$ cat src/rtl/flash_cmd_seq_pkg.sv
package flash_cmd_seq_pkg;

   localparam int KEY_W = 12;

   localparam logic [KEY_W-1:0] KEY_ADR_A = 12'h555;
   localparam logic [KEY_W-1:0] KEY_ADR_B = 12'h2AA;
   localparam logic [7:0]       KEY_DAT_A = 8'hAA;
   localparam logic [7:0]       KEY_DAT_B = 8'h55;

   localparam logic [7:0] OP_PROG   = 8'hA0;
   localparam logic [7:0] OP_IDENT  = 8'h90;
   localparam logic [7:0] OP_ERASE  = 8'h80;
   localparam logic [7:0] OP_CHIP   = 8'h10;
   localparam logic [7:0] OP_BLOCK  = 8'h30;
   localparam logic [7:0] OP_SUSP   = 8'hB0;
   localparam logic [7:0] OP_RESUME = 8'h30;

   typedef enum logic [1:0] {
      MD_ARRAY = 2'd0,
      MD_IDENT = 2'd1,
      MD_BUSY  = 2'd2,
      MD_SUSP  = 2'd3
   } ci_mode_e;

   typedef enum logic [3:0] {
      ST_READ,
      ST_KEY1,
      ST_KEY2,
      ST_PADDR,
      ST_ERS3,
      ST_ERS4,
      ST_ERS5,
      ST_EWIN,
      ST_PGBUSY,
      ST_ERBUSY
   } ci_state_e;

endpackage

$ cat src/rtl/fcs_key_match.sv
module fcs_key_match
   import flash_cmd_seq_pkg::*;
#(
   parameter int KW = KEY_W
) (
   input  logic [KW-1:0] adr_lo,
   input  logic [7:0]    dat,
   output logic          hit_a,
   output logic          hit_b,
   output logic          at_cmd
);
   localparam logic [KW-1:0] ADR_A = KW'(KEY_ADR_A);
   localparam logic [KW-1:0] ADR_B = KW'(KEY_ADR_B);

   assign at_cmd = (adr_lo == ADR_A);
   assign hit_a  = at_cmd && (dat == KEY_DAT_A);
   assign hit_b  = (adr_lo == ADR_B) && (dat == KEY_DAT_B);
endmodule

$ cat src/rtl/fcs_block_decode.sv
module fcs_block_decode #(
   parameter int BW   = 4,
   parameter int NBLK = 1 << BW
) (
   input  logic [BW-1:0]   blk_idx,
   input  logic [NBLK-1:0] prot_map,
   input  logic            unprot_temp,
   output logic [NBLK-1:0] blk_hot,
   output logic [NBLK-1:0] eff_prot,
   output logic            blk_locked
);
   for (genvar i = 0; i < NBLK; i++) begin : g_blk
      assign blk_hot[i]  = (blk_idx == BW'(i));
      assign eff_prot[i] = prot_map[i] & ~unprot_temp;
   end

   assign blk_locked = |(blk_hot & eff_prot);
endmodule

$ cat src/rtl/fcs_ident_mux.sv
module fcs_ident_mux #(
   parameter int          ADDR_W    = 20,
   parameter int          BLK_SHIFT = 16,
   parameter logic [7:0]  MFR_CODE  = 8'h20,
   parameter logic [7:0]  DEV_CODE  = 8'hA7,
   localparam int         NBLK      = 1 << (ADDR_W - BLK_SHIFT)
) (
   input  logic              active,
   input  logic [ADDR_W-1:0] rd_addr,
   input  logic [NBLK-1:0]   prot_map,
   output logic [7:0]        sig_data
);
   logic unused_mid;
   assign unused_mid = ^{rd_addr[BLK_SHIFT-1:7], rd_addr[5:2]};

   always_comb begin
      sig_data = 8'h00;
      if (active) begin
         unique case (rd_addr[1:0])
            2'b00:   sig_data = MFR_CODE;
            2'b01:   sig_data = DEV_CODE;
            2'b10:   if (!rd_addr[6])
                        sig_data = {7'd0, prot_map[rd_addr[ADDR_W-1:BLK_SHIFT]]};
            default: sig_data = 8'h00;
         endcase
      end
   end
endmodule

$ cat src/rtl/flash_cmd_seq.sv
module flash_cmd_seq
   import flash_cmd_seq_pkg::*;
#(
   parameter int         ADDR_W    = 20,
   parameter int         BLK_SHIFT = 16,
   parameter int         WIN_CYC   = 32,
   parameter logic [7:0] MFR_CODE  = 8'h20,
   parameter logic [7:0] DEV_CODE  = 8'hA7,
   localparam int        BW        = ADDR_W - BLK_SHIFT,
   localparam int        NBLK      = 1 << BW
) (
   input  logic              clk,
   input  logic              rst_n,
   input  logic              wr_en,
   input  logic [ADDR_W-1:0] wr_addr,
   input  logic [7:0]        wr_data,
   input  logic [ADDR_W-1:0] rd_addr,
   input  logic [NBLK-1:0]   prot_map,
   input  logic              unprot_temp,
   input  logic              op_done,
   output logic [1:0]        mode,
   output logic              prog_start,
   output logic [ADDR_W-1:0] prog_addr,
   output logic [7:0]        prog_data,
   output logic              erase_start,
   output logic [NBLK-1:0]   erase_mask,
   output logic              susp_req,
   output logic              resume_req,
   output logic [7:0]        sig_data
);
   localparam int CW = $clog2(WIN_CYC + 1);
   localparam logic [CW-1:0] WIN_RELOAD = CW'(WIN_CYC - 1);

   if (ADDR_W < KEY_W) begin : g_bad_addr
      $error("ADDR_W must cover the key address bits");
   end
   if (BLK_SHIFT < 8 || BLK_SHIFT >= ADDR_W) begin : g_bad_shift
      $error("BLK_SHIFT must lie in 8..ADDR_W-1");
   end
   if (BW > 10) begin : g_bad_blocks
      $error("at most 1024 blocks");
   end
   if (WIN_CYC < 1) begin : g_bad_win
      $error("WIN_CYC must be at least 1");
   end

   logic            hit_a, hit_b, at_cmd, blk_locked;
   logic [NBLK-1:0] blk_hot, eff_prot;

   fcs_key_match #(.KW(KEY_W)) u_key (
      .adr_lo (wr_addr[KEY_W-1:0]),
      .dat    (wr_data),
      .hit_a  (hit_a),
      .hit_b  (hit_b),
      .at_cmd (at_cmd)
   );

   fcs_block_decode #(.BW(BW), .NBLK(NBLK)) u_blk (
      .blk_idx     (wr_addr[ADDR_W-1:BLK_SHIFT]),
      .prot_map    (prot_map),
      .unprot_temp (unprot_temp),
      .blk_hot     (blk_hot),
      .eff_prot    (eff_prot),
      .blk_locked  (blk_locked)
   );

   ci_state_e         st_q;
   logic              ident_q, susp_q;
   logic [NBLK-1:0]   mask_q;
   logic [CW-1:0]     win_q;
   logic [ADDR_W-1:0] pa_q;
   logic [7:0]        pd_q;
   logic              pstart_q, estart_q, sreq_q, rreq_q;
   ci_mode_e          mode_e;

   logic [NBLK-1:0] new_blk;
   logic            prog_ok;
   assign new_blk = blk_hot & ~eff_prot;
   assign prog_ok = !blk_locked && !(susp_q && |(blk_hot & mask_q));

   always_ff @(posedge clk or negedge rst_n) begin
      if (!rst_n) begin
         st_q     <= ST_READ;
         ident_q  <= 1'b0;
         susp_q   <= 1'b0;
         mask_q   <= '0;
         win_q    <= '0;
         pa_q     <= '0;
         pd_q     <= '0;
         pstart_q <= 1'b0;
         estart_q <= 1'b0;
         sreq_q   <= 1'b0;
         rreq_q   <= 1'b0;
      end else begin
         pstart_q <= 1'b0;
         estart_q <= 1'b0;
         sreq_q   <= 1'b0;
         rreq_q   <= 1'b0;
         unique case (st_q)
            ST_READ: if (wr_en) begin
               if (hit_a) st_q <= ST_KEY1;
               else if (susp_q && wr_data == OP_RESUME) begin
                  susp_q <= 1'b0;
                  rreq_q <= 1'b1;
                  st_q   <= ST_ERBUSY;
               end else if (!susp_q) ident_q <= 1'b0;
            end
            ST_KEY1: if (wr_en) begin
               if (hit_b) st_q <= ST_KEY2;
               else begin
                  st_q <= ST_READ;
                  if (!susp_q) ident_q <= 1'b0;
               end
            end
            ST_KEY2: if (wr_en) begin
               st_q <= ST_READ;
               if (at_cmd && wr_data == OP_PROG) st_q <= ST_PADDR;
               else if (at_cmd && !susp_q && wr_data == OP_IDENT) ident_q <= 1'b1;
               else if (at_cmd && !susp_q && wr_data == OP_ERASE) st_q <= ST_ERS3;
               else if (!susp_q) ident_q <= 1'b0;
            end
            ST_PADDR: if (wr_en) begin
               st_q <= ST_READ;
               if (!susp_q) ident_q <= 1'b0;
               if (prog_ok) begin
                  pa_q     <= wr_addr;
                  pd_q     <= wr_data;
                  pstart_q <= 1'b1;
                  st_q     <= ST_PGBUSY;
               end
            end
            ST_ERS3: if (wr_en) begin
               if (hit_a) st_q <= ST_ERS4;
               else begin st_q <= ST_READ; ident_q <= 1'b0; end
            end
            ST_ERS4: if (wr_en) begin
               if (hit_b) st_q <= ST_ERS5;
               else begin st_q <= ST_READ; ident_q <= 1'b0; end
            end
            ST_ERS5: if (wr_en) begin
               st_q    <= ST_READ;
               ident_q <= 1'b0;
               if (at_cmd && wr_data == OP_CHIP) begin
                  if (|(~eff_prot)) begin
                     mask_q   <= ~eff_prot;
                     estart_q <= 1'b1;
                     st_q     <= ST_ERBUSY;
                  end
               end else if (wr_data == OP_BLOCK) begin
                  mask_q <= new_blk;
                  win_q  <= WIN_RELOAD;
                  st_q   <= ST_EWIN;
               end
            end
            ST_EWIN: begin
               if (wr_en) begin
                  if (wr_data == OP_BLOCK) begin
                     mask_q <= mask_q | new_blk;
                     win_q  <= WIN_RELOAD;
                  end else begin
                     st_q   <= ST_READ;
                     mask_q <= '0;
                  end
               end else if (win_q == '0) begin
                  st_q <= ST_READ;
                  if (|mask_q) begin
                     estart_q <= 1'b1;
                     st_q     <= ST_ERBUSY;
                  end
               end else begin
                  win_q <= win_q - 1'b1;
               end
            end
            ST_PGBUSY: if (op_done) st_q <= ST_READ;
            ST_ERBUSY: begin
               if (op_done) begin
                  st_q   <= ST_READ;
                  mask_q <= '0;
               end else if (wr_en && wr_data == OP_SUSP) begin
                  susp_q <= 1'b1;
                  sreq_q <= 1'b1;
                  st_q   <= ST_READ;
               end
            end
            default: st_q <= ST_READ;
         endcase
      end
   end

   always_comb begin
      if (st_q == ST_PGBUSY || st_q == ST_ERBUSY) mode_e = MD_BUSY;
      else if (susp_q)                             mode_e = MD_SUSP;
      else if (ident_q)                            mode_e = MD_IDENT;
      else                                         mode_e = MD_ARRAY;
   end

   fcs_ident_mux #(
      .ADDR_W    (ADDR_W),
      .BLK_SHIFT (BLK_SHIFT),
      .MFR_CODE  (MFR_CODE),
      .DEV_CODE  (DEV_CODE)
   ) u_ident (
      .active   (mode_e == MD_IDENT),
      .rd_addr  (rd_addr),
      .prot_map (prot_map),
      .sig_data (sig_data)
   );

   assign mode        = mode_e;
   assign prog_start  = pstart_q;
   assign prog_addr   = pa_q;
   assign prog_data   = pd_q;
   assign erase_start = estart_q;
   assign erase_mask  = mask_q;
   assign susp_req    = sreq_q;
   assign resume_req  = rreq_q;
endmodule

$ cat config.mk
export PLATFORM = sky130hd
export DESIGN_NAME = flash_cmd_seq
export DESIGN_NICKNAME = d
export VERILOG_FILES = /design/src/rtl/flash_cmd_seq_pkg.sv /design/src/rtl/fcs_key_match.sv /design/src/rtl/fcs_block_decode.sv /design/src/rtl/fcs_ident_mux.sv /design/src/rtl/flash_cmd_seq.sv
export SDC_FILE = /design/constraint.sdc
export NUM_CORES = 1
export LEC_CHECK = 0
export ABC_AREA = 1
export BUFFER_PORTS_ARGS = -buffer_cell sky130_fd_sc_hd__buf_2
export CORE_MARGIN = 2
export CORE_UTILIZATION = 49
export CTS_BUF_LIST = sky130_fd_sc_hd__clkbuf_8
export DETAILED_ROUTE_END_ITERATION = 12
export PLACE_DENSITY = 0.77
export SETUP_SLACK_MARGIN = 0.3
export SYNTH_ARGS = -nofsm -noshare
export SYNTH_HDL_FRONTEND = slang
export SYNTH_HIERARCHICAL = 1
export SYNTH_SLANG_ARGS = --single-unit
$ cat constraint.sdc
create_clock -name clk -period 1.72 [get_ports clk]
set_clock_uncertainty 0.05 [all_clocks]
set_input_delay 0.344 -clock clk [delete_from_list [all_inputs] [get_ports clk]]
set_output_delay 0.344 -clock clk [all_outputs]
set_load 0.02 [all_outputs]
Yosys cells after proc, flatten, opt, wreduce, memory -nomap -nowiden
Index checks and enable logic that the tools add are counted.
W data, S select, Z words.
{"block": "word_totals", "ff_bits": 60, "latchBits": 0, "ram_bits": 0, "romBits": 0, "input_bits": 69, "out_inout_bits": 58, "elab_cells": 222, "mem_count": 0}
{"block": "classes", "addsub": 1, "n_mul": 0, "n_div": 0, "magnitude_cmp": 1, "eq_ne": 65, "n_shift": 0, "mux": 89, "n_bitwise": 22, "n_reduce_logical": 33}
{"operator": "$mux W16", "n": 7}
{"operator": "$mux W4", "n": 19}
{"operator": "$reduce_or A16 Y1", "n": 4}
{"operator": "$and A16 B16 Y16", "n": 3}
{"operator": "$pmux W16 S3", "n": 1}
{"operator": "$eq A4 B4 Y1 const B", "n": 10}
{"operator": "$eq A8 B8 Y1 const B", "n": 5}
{"operator": "$mux W1", "n": 40}
{"operator": "$ne A2 B2 Y1 const B", "n": 20}
{"operator": "$pmux W4 S10", "n": 1}
{"operator": "$eq A4 B3 Y1 const B", "n": 8}
{"operator": "$mux W6", "n": 5}
{"operator": "$ne A3 B3 Y1 const B", "n": 8}
{"operator": "$pmux W8 S3", "n": 1}
{"operator": "$mux W3", "n": 6}
{"operator": "$and A1 B1 Y1", "n": 16}
{"operator": "$eq A4 B2 Y1 const B", "n": 4}
{"operator": "$not A16 Y16", "n": 1}
{"operator": "$or A16 B16 Y16", "n": 1}
{"operator": "$reduce_and A15 Y1", "n": 1}
{"operator": "$eq A12 B10 Y1 const B", "n": 1}
{"operator": "$eq A12 B11 Y1 const B", "n": 1}
{"operator": "$pmux W6 S2", "n": 1}
{"operator": "$reduce_and A12 Y1", "n": 1}
{"operator": "other kinds (26)", "n": 46}

Depth between registers and ports, before layout
Gate-level depths: netlist (run 1).
{"block": "depth", "ltp_word": 9, "ltp_mapped": 15, "depth_no_buf": 14}

By module
The synthesis (run 1) kept the hierarchy.
{"mod": "flash_cmd_seq", "n_inst": 1, "cells_each": 606, "area_each_um2": 3991.3, "seq_area_each_um2": 1501.4}
{"mod": "fcs_block_decode", "n_inst": 1, "cells_each": 109, "area_each_um2": 544.3, "seq_area_each_um2": 0.0}
{"mod": "fcs_ident_mux", "n_inst": 1, "cells_each": 65, "area_each_um2": 300.3, "seq_area_each_um2": 0.0}
{"mod": "fcs_key_match", "n_inst": 1, "cells_each": 48, "area_each_um2": 191.4, "seq_area_each_um2": 0.0}

Least setup slack after synthesis (run 1)
Ideal clock, no wire load.
{"block": "synth_timing", "path_type": "register -> output", "startpoint": "register st_q[2]", "endpoint": "output sig_data[2]", "arrival_time_ps": 1890, "required_time_ps": 1326, "setup_slack_ps": -564, "path_stages_with_launch": 10, "cell_sequence": "dfrtp_1 > inv_2 > nand2_2 > inv_2 > nand2_1 > nand2_1 > nor2_1 > inv_1 > nor3_1 > buf_4"}
{"block": "synth_between", "elab_chain_cells": 5, "elab_cells_between_ends": 6}
{"element": "from (decl)", "line_no": "flash_cmd_seq.sv:67", "text": "ci_state_e st_q;"}
{"element": "from (signal assigned)", "line_no": "flash_cmd_seq.sv:83", "text": "st_q <= ST_READ;"}
{"element": "from (signal assigned)", "line_no": "flash_cmd_seq.sv:101", "text": "if (hit_a) st_q <= ST_KEY1;"}
{"element": "from (signal assigned)", "line_no": "flash_cmd_seq.sv:105", "text": "st_q <= ST_ERBUSY;"}
{"element": "$eq A4 B4 Y1", "line_no": "flash_cmd_seq.sv:191", "text": "if (st_q == ST_PGBUSY || st_q == ST_ERBUSY) mode_e = MD_BUSY;"}
{"element": "$logic_or A1 B1 Y1 *", "line_no": "flash_cmd_seq.sv:191"}
{"element": "$mux W2 *", "line_no": "flash_cmd_seq.sv:191"}
{"element": "named net mode[1]", "line_no": "flash_cmd_seq.sv:21", "text": "output logic [1:0] mode,"}
{"element": "$eq A2 B1 Y1 *", "line_no": "flash_cmd_seq.sv:203", "text": ".active (mode_e == MD_IDENT),"}
{"element": "$mux W8 *", "line_no": "fcs_ident_mux.sv:18", "text": "if (active) begin"}
{"element": "to (decl)", "line_no": "flash_cmd_seq.sv:29", "text": "output logic [7:0] sig_data"}
The timed path passes the listed nets; every way through them passes the cells marked *.

Worst setup path after layout (run 1)
{"block": "layout_timing", "startpoint": "register st_q[2]", "endpoint": "output sig_data[2]"}
{"block": "layout_between", "elab_chain_cells": 5, "elab_cells_between_ends": 6}
{"element": "$eq A4 B4 Y1", "line_no": "flash_cmd_seq.sv:191"}
{"element": "$logic_or A1 B1 Y1 *", "line_no": "flash_cmd_seq.sv:191"}
{"element": "$mux W2 *", "line_no": "flash_cmd_seq.sv:191"}
{"element": "$eq A2 B1 Y1 *", "line_no": "flash_cmd_seq.sv:203"}
{"element": "$mux W8 *", "line_no": "fcs_ident_mux.sv:18"}
Every way passes the cells marked *; elsewhere a longest branch is shown, timed or not.

==> results of run 1 <==
## placed cells by master (no fill, tap or decap), types with 24 or more instances in the layout
| cell type | n |
|---|---|
| sky130_fd_sc_hd__nand2_1 | 239 |
| sky130_fd_sc_hd__inv_1 | 115 |
| sky130_fd_sc_hd__buf_4 | 112 |
| sky130_fd_sc_hd__nor2_1 | 97 |
| sky130_fd_sc_hd__buf_2 | 96 |
| sky130_fd_sc_hd__nand3_1 | 65 |
| sky130_fd_sc_hd__dfrtp_1 | 48 |
| sky130_fd_sc_hd__buf_6 | 37 |
| sky130_fd_sc_hd__nand2_2 | 32 |
| sky130_fd_sc_hd__nand4_1 | 31 |
| sky130_fd_sc_hd__inv_2 | 24 |
## state kept, by name (all words and copies together) (netlist names)
| register | count |
|---|---|
| win_q | 6 |
| erase_start | 1 |
| susp_q | 1 |
| st_q | 4 |
| ident_q | 1 |
| prog_addr | 20 |
| susp_req | 1 |
| resume_req | 1 |
| prog_data | 8 |
| prog_start | 1 |
| erase_mask | 16 |
## routing by layer
layer	vias up	track usage, %	share of wire, %
li1	3051	-	-
met1	3036	39.19	36
met2	519	55.12	46
met3	160	6.865	11
met4	0	14.19	6.7
met5	-	0	0
## path summary, 6_finish.rpt
path | cells past startpoint | startpoint | endpoint | slack, ns
min | 2 | op_done | susp_req | 0.19
max in group asynchronous | 3 | rst_n | erase_mask[6] | 0.83
min in group asynchronous | 3 | rst_n | erase_mask[0] | 0.49
max | 9 | st_q[2] | sig_data[2] | -0.39
max reg2reg | 12 | st_q[3] | erase_mask[11] | -0.33
min reg2reg | 1 | win_q[0] | win_q[0] | 0.42
## repair_timing
item	CTS	global route
pin swaps	57	31
buffers inserted	22	6
hold endpoints to repair	60	0
gates cloned	7	1
resized for setup	128	64
endpoints found under the setup margin	75	71
hold buffers	1	0
## kinds of logic (layout without fill, tap and decap cells)
family,Yosys count,count (layout)
simple gates,558,558
buf+inv,176,432
flops,60,60
compound gates,32,32
fa+ha+maj,1,1
other cells,1,3
## power by group through the flow
stage | Clock [mW] | Sequential (mW) | Combinational (mW)
2_1_floorplan | 0 | 1.93 | 1.08
4_1_cts | 1.37 | 1.78 | 2.65
6_report | 1.39 | 1.83 | 2.98
3_5_place_dp | 0 | 1.79 | 2.12
5_1_grt | 1.44 | 1.84 | 3.13
3_3_place_gp | 0 | 1.79 | 2.10
## worst max-delay path: stages, from the launching register on
cell and delay, ns:
sky130_fd_sc_hd__dfrtp_2 0.41, sky130_fd_sc_hd__inv_2 0.05, sky130_fd_sc_hd__nand2_2 0.08, sky130_fd_sc_hd__inv_2 0.06, sky130_fd_sc_hd__nand2_4 0.08, sky130_fd_sc_hd__o21ai_4 0.08, sky130_fd_sc_hd__nor2_4 0.12, sky130_fd_sc_hd__inv_2 0.06
sky130_fd_sc_hd__nor3_4 0.25, sky130_fd_sc_hd__buf_6 0.16
## final cells by class
type                    instances  area [um2]  share of cell area [%]
clock buffers                  11       151.4                   1.905
clock inverters                 5       51.30                  0.6455
inverters                     147       581.8                   7.321
multi-input cells             594        3224                   40.57
flip-flops and latches         60        1516                   19.08
well taps                     133       166.4                   2.094
repair buffers                269        2256                   28.38
==> key figures, run 1 <==
Route
  – Via density per instance: ~5.6
  – Violation count after the first detailed-route iteration: just under 700
  – Routed Antenna Nets: 0
  – Average wire per standard cell: around 17 um
  – Number of vias after detailed routing: 6766
  – Post-route DRC: 0
  – Detailed-router iteration count before antenna repair: 7
  – Total detailed-routing wirelength: roughly 20000 um

Yosys
  – FF+latch count, synth: 60
  – Share of synthesized cell area in full adder, half adder and majority cells: 0.2489%
  – Top area cells in the synthesized netlist: sky130_fd_sc_hd__dfrtp_1, sky130_fd_sc_hd__nand2_1, sky130_fd_sc_hd__inv_1
  – Synth Warn #: 6
  – Area fraction in compound gates after synthesis: approximately 3.6%
  – Number of distinct standard cells referenced by the synthesized netlist: 38
  – Leading cell type by number of instances after synthesis: sky130_fd_sc_hd__nand2_1
  – Count of flip-flops with a built-in enable after synthesis: 0
  – Xor-xnor portion of the synthesized cell area: 0%
  – Post-synthesis cell count: 828
  – Synth area leader: sky130_fd_sc_hd__dfrtp_1
  – Cell area after synthesis: slightly above 5000 um2
  – Average cell area after synthesis: 6.072 um2
  – Top-area cell type share of the netlist area: ~30%
  – Share of synthesized area occupied by flip-flops and latches: around 30%
  – Post-synthesis share of cell area spent on and, or, nand and nor gates: 51.10%
  – Most numerous cell types in the synthesized netlist: sky130_fd_sc_hd__nand2_1, sky130_fd_sc_hd__inv_1, sky130_fd_sc_hd__nor2_1, sky130_fd_sc_hd__nand3_1, sky130_fd_sc_hd__dfrtp_1
  – Mux cell area share after synthesis: 0%
  – Largest family of logic cells by synthesized area: simple AND/OR/NAND/NOR gates
  – Post-synth ARST share: between 90% and 100%
  – Predominant post-synthesis flop cell: sky130_fd_sc_hd__dfrtp_1

Clock tree
  – Number of buffers created by CTS: 9
  – Clock network latency to the later pin of the worst-skew pair: about 0.37 ns
  – Clock tree root buffer cell: sky130_fd_sc_hd__clkbuf_8
  – Maximum level of the CTS H-tree: 3
  – Longest Clk Path Bufs: 2
  – Clock slew seen by the registers of the worst setup and hold paths: 0.09 ns
  – Clock sink count: 60
  – TritonCTS clock tree: yes

Worst setup path
  – Element type at the critical path start: flop
  – Endpoint kind of the worst setup timing path: output pin
  – Required time of the critical path: 1.33 ns
  – Crit-path max FO: 3
  – Crit Path Class: reg2out
  – Arrival time at the worst endpoint: 1.72 ns

Place
  – Total half-perimeter wirelength after legalization and detailed placement: approximately 11000 um
  – Dpl cell area: 6679 um2
  – Dpl ws: -0.2845 ns
  – Number of port buffers: 110
  – Number of cells after detailed placement: between 1000 and 1500
  – Placer Congestion: 0.9289

Power
  – Part of the power in the clock network: around 22%
  – Sequential share of power: just under 30%
  – Share of total power in combinational logic: 48.0%
  – Peak supply drop: between 0.0005 and 0.0006 V
  – NetSw: 2.612 mW
  – Post-layout power: 6.197 mW
  – Pwr Density: 779.7 nW/um2
  – Leakage Power: roughly 4.5 nW
  – Total internal power: around 3.6 mW
  – Fraction of power spent switching nets: between 40% and 50%

Floorplan
  – Placeable Area: between 9000 and 10000 um2
  – IO Pins: 127
  – Initial core utilization: 50.96%
  – Die W: about 110 um
  – Die height: 105.3 um
  – Floorplan row count: 36
  – Die ar.: 11090 um2

GRT
  – Antenna violations before repair: 0
  – Aggregate global routing overflow: 0
  – Largest net degree at the start of global routing: 61
  – Global-route wire length before repair: ~29000 um
  – Via count of the first global-routing pass: around 6200
  – Aggregate global-route resource usage: about 32%

Timing
  – Slack of the critical path: -0.3936 ns
  – Worst hold slack: 0.1854 ns
  – Ratio of final minimum period to clock period: 122.9%
  – Final max-slew violation count: 0
  – Number of hold violations in the final report: 0
  – Post-layout min period: 2.114 ns
  – Total setup violations reported at the end of the flow: 64
  – Final sum of negative setup slack: -13.25 ns
  – Maximum achievable frequency: 0.4731 GHz
  – Setup repair after global routing missed its margin: true

Finish
  – Share of final-layout standard cells stronger than drive strength 1: 42.17%
  – Number of inserted diodes: 0
  – Non-filler instance count after layout: 1219
  – Final Instance Area: approximately 8000 um2
  – Area growth syn-to-layout: 58.09%
  – Count of nets after finishing: 1151
  – Filler cell count: 628
  – Share of the core filled with cells in the final layout: 80.57%

Run status
  – Result of the run: complete, but fails checks
  – Failing checks: negative setup slack

Hold path
  – Path type of the worst min-delay path: in2reg

Flow run
  – Max-cap violations: 0
No activity file was read; power rests on OpenSTA's default activity.
==> run 2: changes to the inputs <==
--- a/config.mk
+++ b/config.mk
@@ -7,11 +7,13 @@
 export LEC_CHECK = 0
 export ABC_AREA = 1
 export BUFFER_PORTS_ARGS = -buffer_cell sky130_fd_sc_hd__buf_2
+export CELL_PAD_IN_SITES_DETAIL_PLACEMENT = 0
+export CELL_PAD_IN_SITES_GLOBAL_PLACEMENT = 2
 export CORE_MARGIN = 2
-export CORE_UTILIZATION = 49
+export CORE_UTILIZATION = 26
 export CTS_BUF_LIST = sky130_fd_sc_hd__clkbuf_8
 export DETAILED_ROUTE_END_ITERATION = 12
-export PLACE_DENSITY = 0.77
+export PLACE_DENSITY_LB_ADDON = 0.1
 export SETUP_SLACK_MARGIN = 0.3
 export SYNTH_ARGS = -nofsm -noshare
 export SYNTH_HDL_FRONTEND = slang
==> run 2 against run 1 <==
The flow still finishes with violations (negative setup slack). Worst setup slack gained 0.072 ns. Critical path depth decreased by 3. Die area grew 85%. Wire length decreased by 4.4%. Final area rose by 7.3%. Combinational power up 6%. Cell count rose by 13%. Critical endpoint unchanged.
==> key figures, run 2 (synthesis gave the netlist of run 1 again) <==
Run status
  – Failing checks: negative setup slack
  – Result of the run: complete, but fails checks

Floorplan
  – Die W: 143.1 um (+36%)
  – Initial core utilization: 26.70% (-24 points)
  – Floorplan row count: 50 (+39%)
  – Die ar.: 20460 um2 (+85%)
  – Die height: 143.1 um (+36%)
  – Placeable Area: 18830 um2 (+91%)
  – IO Pins: 127 (unchanged)

GRT
  – Largest net degree at the start of global routing: 30 (-51%)
  – Global-route wire length before repair: 31020 um (+7.3%)
  – Aggregate global-route resource usage: 19.49% (-13 points)
  – Aggregate global routing overflow: 0 (unchanged)
  – Via count of the first global-routing pass: 5870 (-5.9%)
  – Antenna violations before repair: 0 (unchanged)

Finish
  – Share of final-layout standard cells stronger than drive strength 1: 44.79% (+2.6 points)
  – Final Instance Area: 8524 um2 (+7.3%)
  – Non-filler instance count after layout: 1383 (+13%)
  – Number of inserted diodes: 0 (unchanged)
  – Highest-count cells in the layout ignoring fill and taps: sky130_fd_sc_hd__nand2_1, sky130_fd_sc_hd__buf_4, sky130_fd_sc_hd__inv_1
  – Count of nets after finishing: 1188 (+3.2%)
  – Share of the core filled with cells in the final layout: 45.27% (-35 points)
  – Area growth syn-to-layout: 69.56%
  – Most common library cell in the layout ignoring fill and taps: sky130_fd_sc_hd__nand2_1
  – Number of flip-flops under the largest register name: 20 (unchanged)

Timing
  – Post-layout min period: 2.042 ns (-0.07186 ns)
  – Ratio of final minimum period to clock period: 118.7% (-4.2 points)
  – Slack of the critical path: -0.3217 ns (+0.07186 ns)
  – Maximum achievable frequency: 0.4898 GHz (+3.5%)
  – Final max-slew violation count: 0 (unchanged)
  – Setup repair after global routing missed its margin: true
  – Number of hold violations in the final report: 0 (unchanged)
  – Total setup violations reported at the end of the flow: 59 (-7.8%)
  – Worst hold slack: 0.1582 ns (-0.02722 ns)

Worst setup path
  – Element type at the critical path start: flop
  – Crit-path max FO: 4 (+1)
  – Crit Path Class: reg2out
  – Endpoint kind of the worst setup timing path: output pin
  – R2R setup slack: -0.14 ns (+0.19 ns)
  – Arrival time at the worst endpoint: 1.65 ns (-0.07 ns)
  – Required time of the critical path: 1.33 ns (about the same)

Place
  – Dpl cell area: 7053 um2 (+5.6%)
  – Number of cells after detailed placement: 1315 (+13%)
  – Placer Congestion: 0.8414 (-9.4%)
  – Total half-perimeter wirelength after legalization and detailed placement: 14380 um (+30%)
  – Number of port buffers: 110 (unchanged)

Route
  – Post-route DRC: 0 (unchanged)
  – Routed Antenna Nets: 0 (unchanged)
  – Number of vias after detailed routing: 6102 (-9.8%)
  – Total detailed-routing wirelength: 19490 um (-4.4%)
  – Average wire per standard cell: 14.09 um (-16%)
  – Violation count after the first detailed-route iteration: 325 (-52%)
  – Detailed-router iteration count before antenna repair: 4 (-3)
  – Via density per instance: 4.412 (-21%)

Clock tree
  – Clock network latency to the later pin of the worst-skew pair: 0.37 ns (about the same)
  – Clock slew seen by the registers of the worst setup and hold paths: 0.10 ns (about the same)
  – Longest Clk Path Bufs: 2 (unchanged)
  – Clock sink count: 60 (unchanged)
  – TritonCTS clock tree: yes
  – Maximum level of the CTS H-tree: 3 (unchanged)
  – Number of buffers created by CTS: 9 (unchanged)
  – Clock tree root buffer cell: sky130_fd_sc_hd__clkbuf_8

Power
  – Pwr Density: 743.2 nW/um2 (-4.7%)
  – Leakage Power: 4.787 nW (+6.0%)
  – Peak supply drop: 0.0004186 V (-22%)
  – Post-layout power: 6.335 mW (+2.2%)

Flow run
  – Max-cap violations: 0 (unchanged)

Hold path
  – Path type of the worst min-delay path: in2reg
-- run 2: path summary, 6_finish.rpt --
check,from,depth (start not counted),end
worst min register to register,prog_addr[11],2,prog_addr[11]
worst max register to register,st_q[2],9,prog_addr[11]
max in group asynchronous,rst_n,3,st_q[0]
worst max-delay path,susp_q,6,sig_data[2]
min in group asynchronous,rst_n,2,erase_mask[8]
worst min-delay path,op_done,2,susp_req
-- run 2: per-layer routing --
layer | wire length [um] | track usage (%) | vias up
met5 | 0 | 0 | -
met1 | 9586 | 28.01 | 2819
met2 | 8779 | 30.37 | 137
met3 | 891 | 2.180 | 16
li1 | - | - | 3130
met4 | 229 | 6.305 | 0
-- run 2: power breakdown --
part | switching (mW) | internal (mW) | total (mW)
sequential | 0.186 | 1.57 | 1.76
combinational | 1.77 | 1.40 | 3.17
clock | 0.724 | 0.677 | 1.40
total | 2.68 | 3.66 | 6.34
-- run 2: area by class of cell --
cell class                      count  area (um2)
Timing Repair Buffer              306        2603
Sequential cell                    60        1513
Clock buffer                        9       123.9
Tap cell                          260       325.3
Fill cell                        1982       10310
Inverter                          147       589.3
Clock inverter                      7       75.07
Multi-Input combinational cell    594        3296
-- run 2: critical path, cell delays in order, from the launching register on --
cell and delay (ns):
sky130_fd_sc_hd__dfrtp_2 0.48, sky130_fd_sc_hd__inv_1 0.13, sky130_fd_sc_hd__nand2_4 0.07, sky130_fd_sc_hd__nor2_4 0.13, sky130_fd_sc_hd__inv_2 0.06, sky130_fd_sc_hd__nor3_4 0.24, sky130_fd_sc_hd__buf_6 0.16
-- run 2: what timing repair did --
action | CTS | global route
cloned | 7 | 0
hold endpoints to repair | 10 | 0
endpoints found under the setup margin | 80 | 79
gates resized for setup | 157 | 60
hold buffers | 1 | 0
pin swaps | 41 | 49
setup buffers | 32 | 12
-- run 2: per-stage QoR --
stage | setup slack, ns | setup TNS [ns]
5_1_grt | -0.4182 | -11.31
2_1_floorplan | -0.08234 | -1.209
3_3_place_gp | -0.3793 | -16.95
6_report | -0.3217 | -6.418
3_5_place_dp | -0.3634 | -17.22
4_1_cts | -0.3534 | -6.927
==> run 3: changes to the inputs <==
--- a/config.mk
+++ b/config.mk
@@ -5,12 +5,11 @@
 export SDC_FILE = /design/constraint.sdc
 export NUM_CORES = 1
 export LEC_CHECK = 0
-export ABC_AREA = 1
 export BUFFER_PORTS_ARGS = -buffer_cell sky130_fd_sc_hd__buf_2
 export CELL_PAD_IN_SITES_DETAIL_PLACEMENT = 0
 export CELL_PAD_IN_SITES_GLOBAL_PLACEMENT = 2
 export CORE_MARGIN = 2
-export CORE_UTILIZATION = 26
+export CORE_UTILIZATION = 28
 export CTS_BUF_LIST = sky130_fd_sc_hd__clkbuf_8
 export DETAILED_ROUTE_END_ITERATION = 12
 export PLACE_DENSITY_LB_ADDON = 0.1
==> run 3 against run 2 <==
Largest power group unchanged. Critical path type is now in2out. First-iteration DRC count shrank 35%. The flow still finishes with violations (negative setup slack). Largest cell class unchanged. Final area decreased by 13%. Maximum frequency decreased by 10%. Critical endpoint is now sig_data[0]. Combinational power is 7.3% lower. Wire length fell by 21%. Utilization grew 9.0 points. Worst setup slack worse by 0.23 ns.
==> key figures, run 3 <==
Run status
  – Result of the run: complete, but fails checks
  – Failing checks: negative setup slack

Clock tree
  – Clock network latency to the later pin of the worst-skew pair: 0.37 ns (about the same)
  – Longest Clk Path Bufs: 2 (unchanged)
  – Clock tree root buffer cell: sky130_fd_sc_hd__clkbuf_8
  – Number of buffers created by CTS: 9 (unchanged)
  – Clock sink count: 60 (unchanged)
  – Maximum level of the CTS H-tree: 3 (unchanged)
  – TritonCTS clock tree: yes
  – Clock slew seen by the registers of the worst setup and hold paths: 0.08 ns (-0.02 ns)

Finish
  – Final Instance Area: 7447 um2 (-13%)
  – Number of flip-flops under the largest register name: 20 (unchanged)
  – Filler cell count: 1298 (-35%)
  – Highest-count cells in the layout ignoring fill and taps: sky130_fd_sc_hd__buf_4, sky130_fd_sc_hd__buf_2, sky130_fd_sc_hd__buf_6
  – Count of nets after finishing: 769 (-35%)
  – Area growth syn-to-layout: 91.14%
  – Most common library cell in the layout ignoring fill and taps: sky130_fd_sc_hd__buf_4
  – Number of inserted diodes: 0 (unchanged)
  – Share of final-layout standard cells stronger than drive strength 1: 70.88% (+26 points)

Route
  – Via density per instance: 4.991 (+13%)
  – Number of vias after detailed routing: 4412 (-28%)
  – Average wire per standard cell: 17.48 um (+24%)
  – Detailed-router iteration count before antenna repair: 4 (unchanged)
  – Total detailed-routing wirelength: 15460 um (-21%)
  – Routed Antenna Nets: 0 (unchanged)
  – Post-route DRC: 0 (unchanged)
  – Violation count after the first detailed-route iteration: 211 (-35%)

Yosys
  – Average cell area after synthesis: 9.839 um2 (+62%)
  – Leading cell type by number of instances after synthesis: sky130_fd_sc_hd__dfrtp_1
  – Synth Warn #: 6 (unchanged)
  – Share of synthesized area occupied by flip-flops and latches: 38.54% (+8.7 points)
  – Top-area cell type share of the netlist area: 38.54% (+8.7 points)
  – Top area cells in the synthesized netlist: sky130_fd_sc_hd__dfrtp_1, sky130_fd_sc_hd__mux2_2, sky130_fd_sc_hd__a22o_1
  – FF+latch count, synth: 60 (unchanged)
  – Predominant post-synthesis flop cell: sky130_fd_sc_hd__dfrtp_1
  – Most numerous cell types in the synthesized netlist: sky130_fd_sc_hd__dfrtp_1, sky130_fd_sc_hd__mux2_2, sky130_fd_sc_hd__nor2_1, sky130_fd_sc_hd__a21oi_1, sky130_fd_sc_hd__nand2_1
  – Number of distinct standard cells referenced by the synthesized netlist: 70 (+84%)
  – Count of flip-flops with a built-in enable after synthesis: 0 (unchanged)
  – Cell area after synthesis: 3896 um2 (-22%)
  – Post-synthesis cell count: 396 (-52%)
  – Post-synth ARST share: 100.0% (unchanged)
  – Synth area leader: sky130_fd_sc_hd__dfrtp_1

Worst setup path
  – Crit-path max FO: 2 (-2)
  – Peak per-stage delay on the critical path: 0.53 ns (+0.05 ns)
  – Element type at the critical path start: input pin
  – Crit Path Class: in2out
  – Most common cell type on the critical path: sky130_fd_sc_hd__mux4_2
  – Cell breakdown of the critical path: buf_2 -> buf_4 -> mux4_2 -> mux4_2 -> a21o_1 -> buf_6
  – Required time of the critical path: 1.33 ns (about the same)
  – Endpoint kind of the worst setup timing path: output pin
  – Arrival time at the worst endpoint: 1.87 ns (+0.22 ns)
  – CP max stage cell: sky130_fd_sc_hd__mux4_2

Power
  – Pwr Density: 791.6 nW/um2 (+6.5%)
  – NetSw: 2.133 mW (-20%)
  – Fraction of power spent switching nets: 36.19% (-6.1 points)
  – Peak supply drop: 0.0004272 V (+2.1%)
  – Leakage Power: 3.565 nW (-26%)
  – Share of total power in combinational logic: 49.9% (-0.2 points)
  – Total internal power: 3.762 mW (+2.9%)
  – Part of the power in the clock network: 21.0% (-1.1 points)
  – Sequential share of power: 29.2% (+1.4 points)

Timing
  – Setup repair after global routing missed its margin: true
  – Final max-slew violation count: 0 (unchanged)
  – Slack of the critical path: -0.5484 ns (-0.2267 ns)
  – Total setup violations reported at the end of the flow: 65 (+10%)
  – Post-layout min period: 2.268 ns (+0.2267 ns)
  – Ratio of final minimum period to clock period: 131.9% (+13 points)
  – Maximum achievable frequency: 0.4408 GHz (-10%)
  – Number of hold violations in the final report: 0 (unchanged)

Place
  – Number of port buffers: 110 (unchanged)
  – Dpl cell area: 5917 um2 (-16%)
  – Placer Congestion: 0.8427 (+0.15%)
  – Dpl ws: -0.9485 ns (-0.5851 ns)
  – Total half-perimeter wirelength after legalization and detailed placement: 11020 um (-23%)

Floorplan
  – IO Pins: 127 (unchanged)
  – Die W: 122.0 um (-15%)
  – Placeable Area: 13720 um2 (-27%)
  – Die ar.: 14870 um2 (-27%)
  – Die height: 122.0 um (-15%)
  – Floorplan row count: 43 (-14%)
  – Initial core utilization: 28.40% (+1.7 points)

GRT
  – Antenna violations before repair: 0 (unchanged)
  – Via count of the first global-routing pass: 4578 (-22%)
  – Aggregate global-route resource usage: 21.08% (+1.6 points)
  – Global-route wire length before repair: 24140 um (-22%)
  – Largest net degree at the start of global routing: 61 (+100%)
  – Aggregate global routing overflow: 0 (unchanged)

Hold path
  – Path type of the worst min-delay path: in2reg

Flow run
  – Max-cap violations: 0 (unchanged)
-- run 3: changes by cell type in the layout (fill, tap and decap cells not counted), moves of 17 or more --
cell / change
sky130_fd_sc_hd__nand2_1: -216
sky130_fd_sc_hd__inv_1: -105
sky130_fd_sc_hd__nor2_1: -75
sky130_fd_sc_hd__nand3_1: -64
sky130_fd_sc_hd__nand2_2: -37
sky130_fd_sc_hd__nand4_1: -24
sky130_fd_sc_hd__a22o_1: +22
sky130_fd_sc_hd__inv_2: -20
sky130_fd_sc_hd__mux2_4: +19
sky130_fd_sc_hd__buf_4: +18
sky130_fd_sc_hd__nor2_4: -17
-- run 3: worst paths after layout --
path	start	endpoint	slack, ns	cells after the start
max in group asynchronous	rst_n	erase_mask[11]	0.85	3
min in group asynchronous	rst_n	prog_addr[4]	0.46	3
max reg2reg	st_q[3]	st_q[3]	-0.47	8
min	wr_addr[12]	prog_addr[12]	0.15	2
max	prot_map[11]	sig_data[0]	-0.55	6
min reg2reg	prog_addr[11]	prog_addr[11]	0.46	1
-- run 3: through the flow --
stage | power, mW | setup TNS, ns | std cells | util, % | hold WS, ns
after floorplan | 2.644 | -24.11 | 398 | - | -0.001591
after global placement | 3.679 | -47.19 | 827 | 43.13 | 0.3322
after detailed placement | 3.691 | -48.73 | 827 | 43.13 | 0.3346
after CTS | 5.611 | -22.93 | 863 | 50.51 | 0.1272
after global routing | 6.206 | -26.48 | 884 | 54.28 | 0.1291
final | 5.895 | -22.88 | 884 | 54.28 | 0.1515
-- run 3: metal layers --
layer,part of all wire [%],GRT usage (%)
met5,0,0
met4,2.1,6.537
met3,3.6,3.839
met2,50,35.37
met1,44,27.54
-- run 3: worst max-delay path: cells and delay by family --
family	cells	cell delay, ns
AO/OA/AOI/OAI	1	0.19
multiplexers	2	0.97
buffers and inverters	3	0.37
-- run 3: layout make-up --
class	instances	area (um2)	area share (%)
Multi-Input combinational cell	304	2968	39.85
Timing Repair Buffer	312	2516	33.79
Sequential cell	60	1510	20.28
Tap cell	180	225.2	3.024
Clock buffer	9	123.9	1.663
Clock inverter	7	58.81	0.7897
Inverter	12	45.04	0.6048
-- run 3: cell families (layout without fill, tap and decap cells) --
kind of cell | after synthesis | after routing | synth area share (%)
muxes | 34 | 34 | 11.62
and+or+nand+nor | 167 | 171 | 26.56
other | 1 | 3 | 0.09625
DFF | 60 | 60 | 38.54
adders and majority gates | 1 | 1 | 0.3211
buffers and inverters | 38 | 340 | 5.491
AOI/OAI and AO/OA | 95 | 95 | 17.37
-- run 3: what timing repair did --
action                     CTS  global route
hold buffers                 1             0
gates resized for setup    171            79
hold endpoints to repair    60             0
buffers inserted            15            18
setup endpoints to repair   83            83
gates cloned                 4             3
pin swaps                   58            35
-- run 3: power groups by stage --
stage | combinational [mW] | sequential [mW] | clock (mW)
finish | 2.94 | 1.72 | 1.24
global placement | 1.96 | 1.72 | 0
floorplan | 0.778 | 1.87 | 0
CTS | 2.61 | 1.71 | 1.29
detailed placement | 1.97 | 1.72 | 0
global route | 3.12 | 1.74 | 1.35
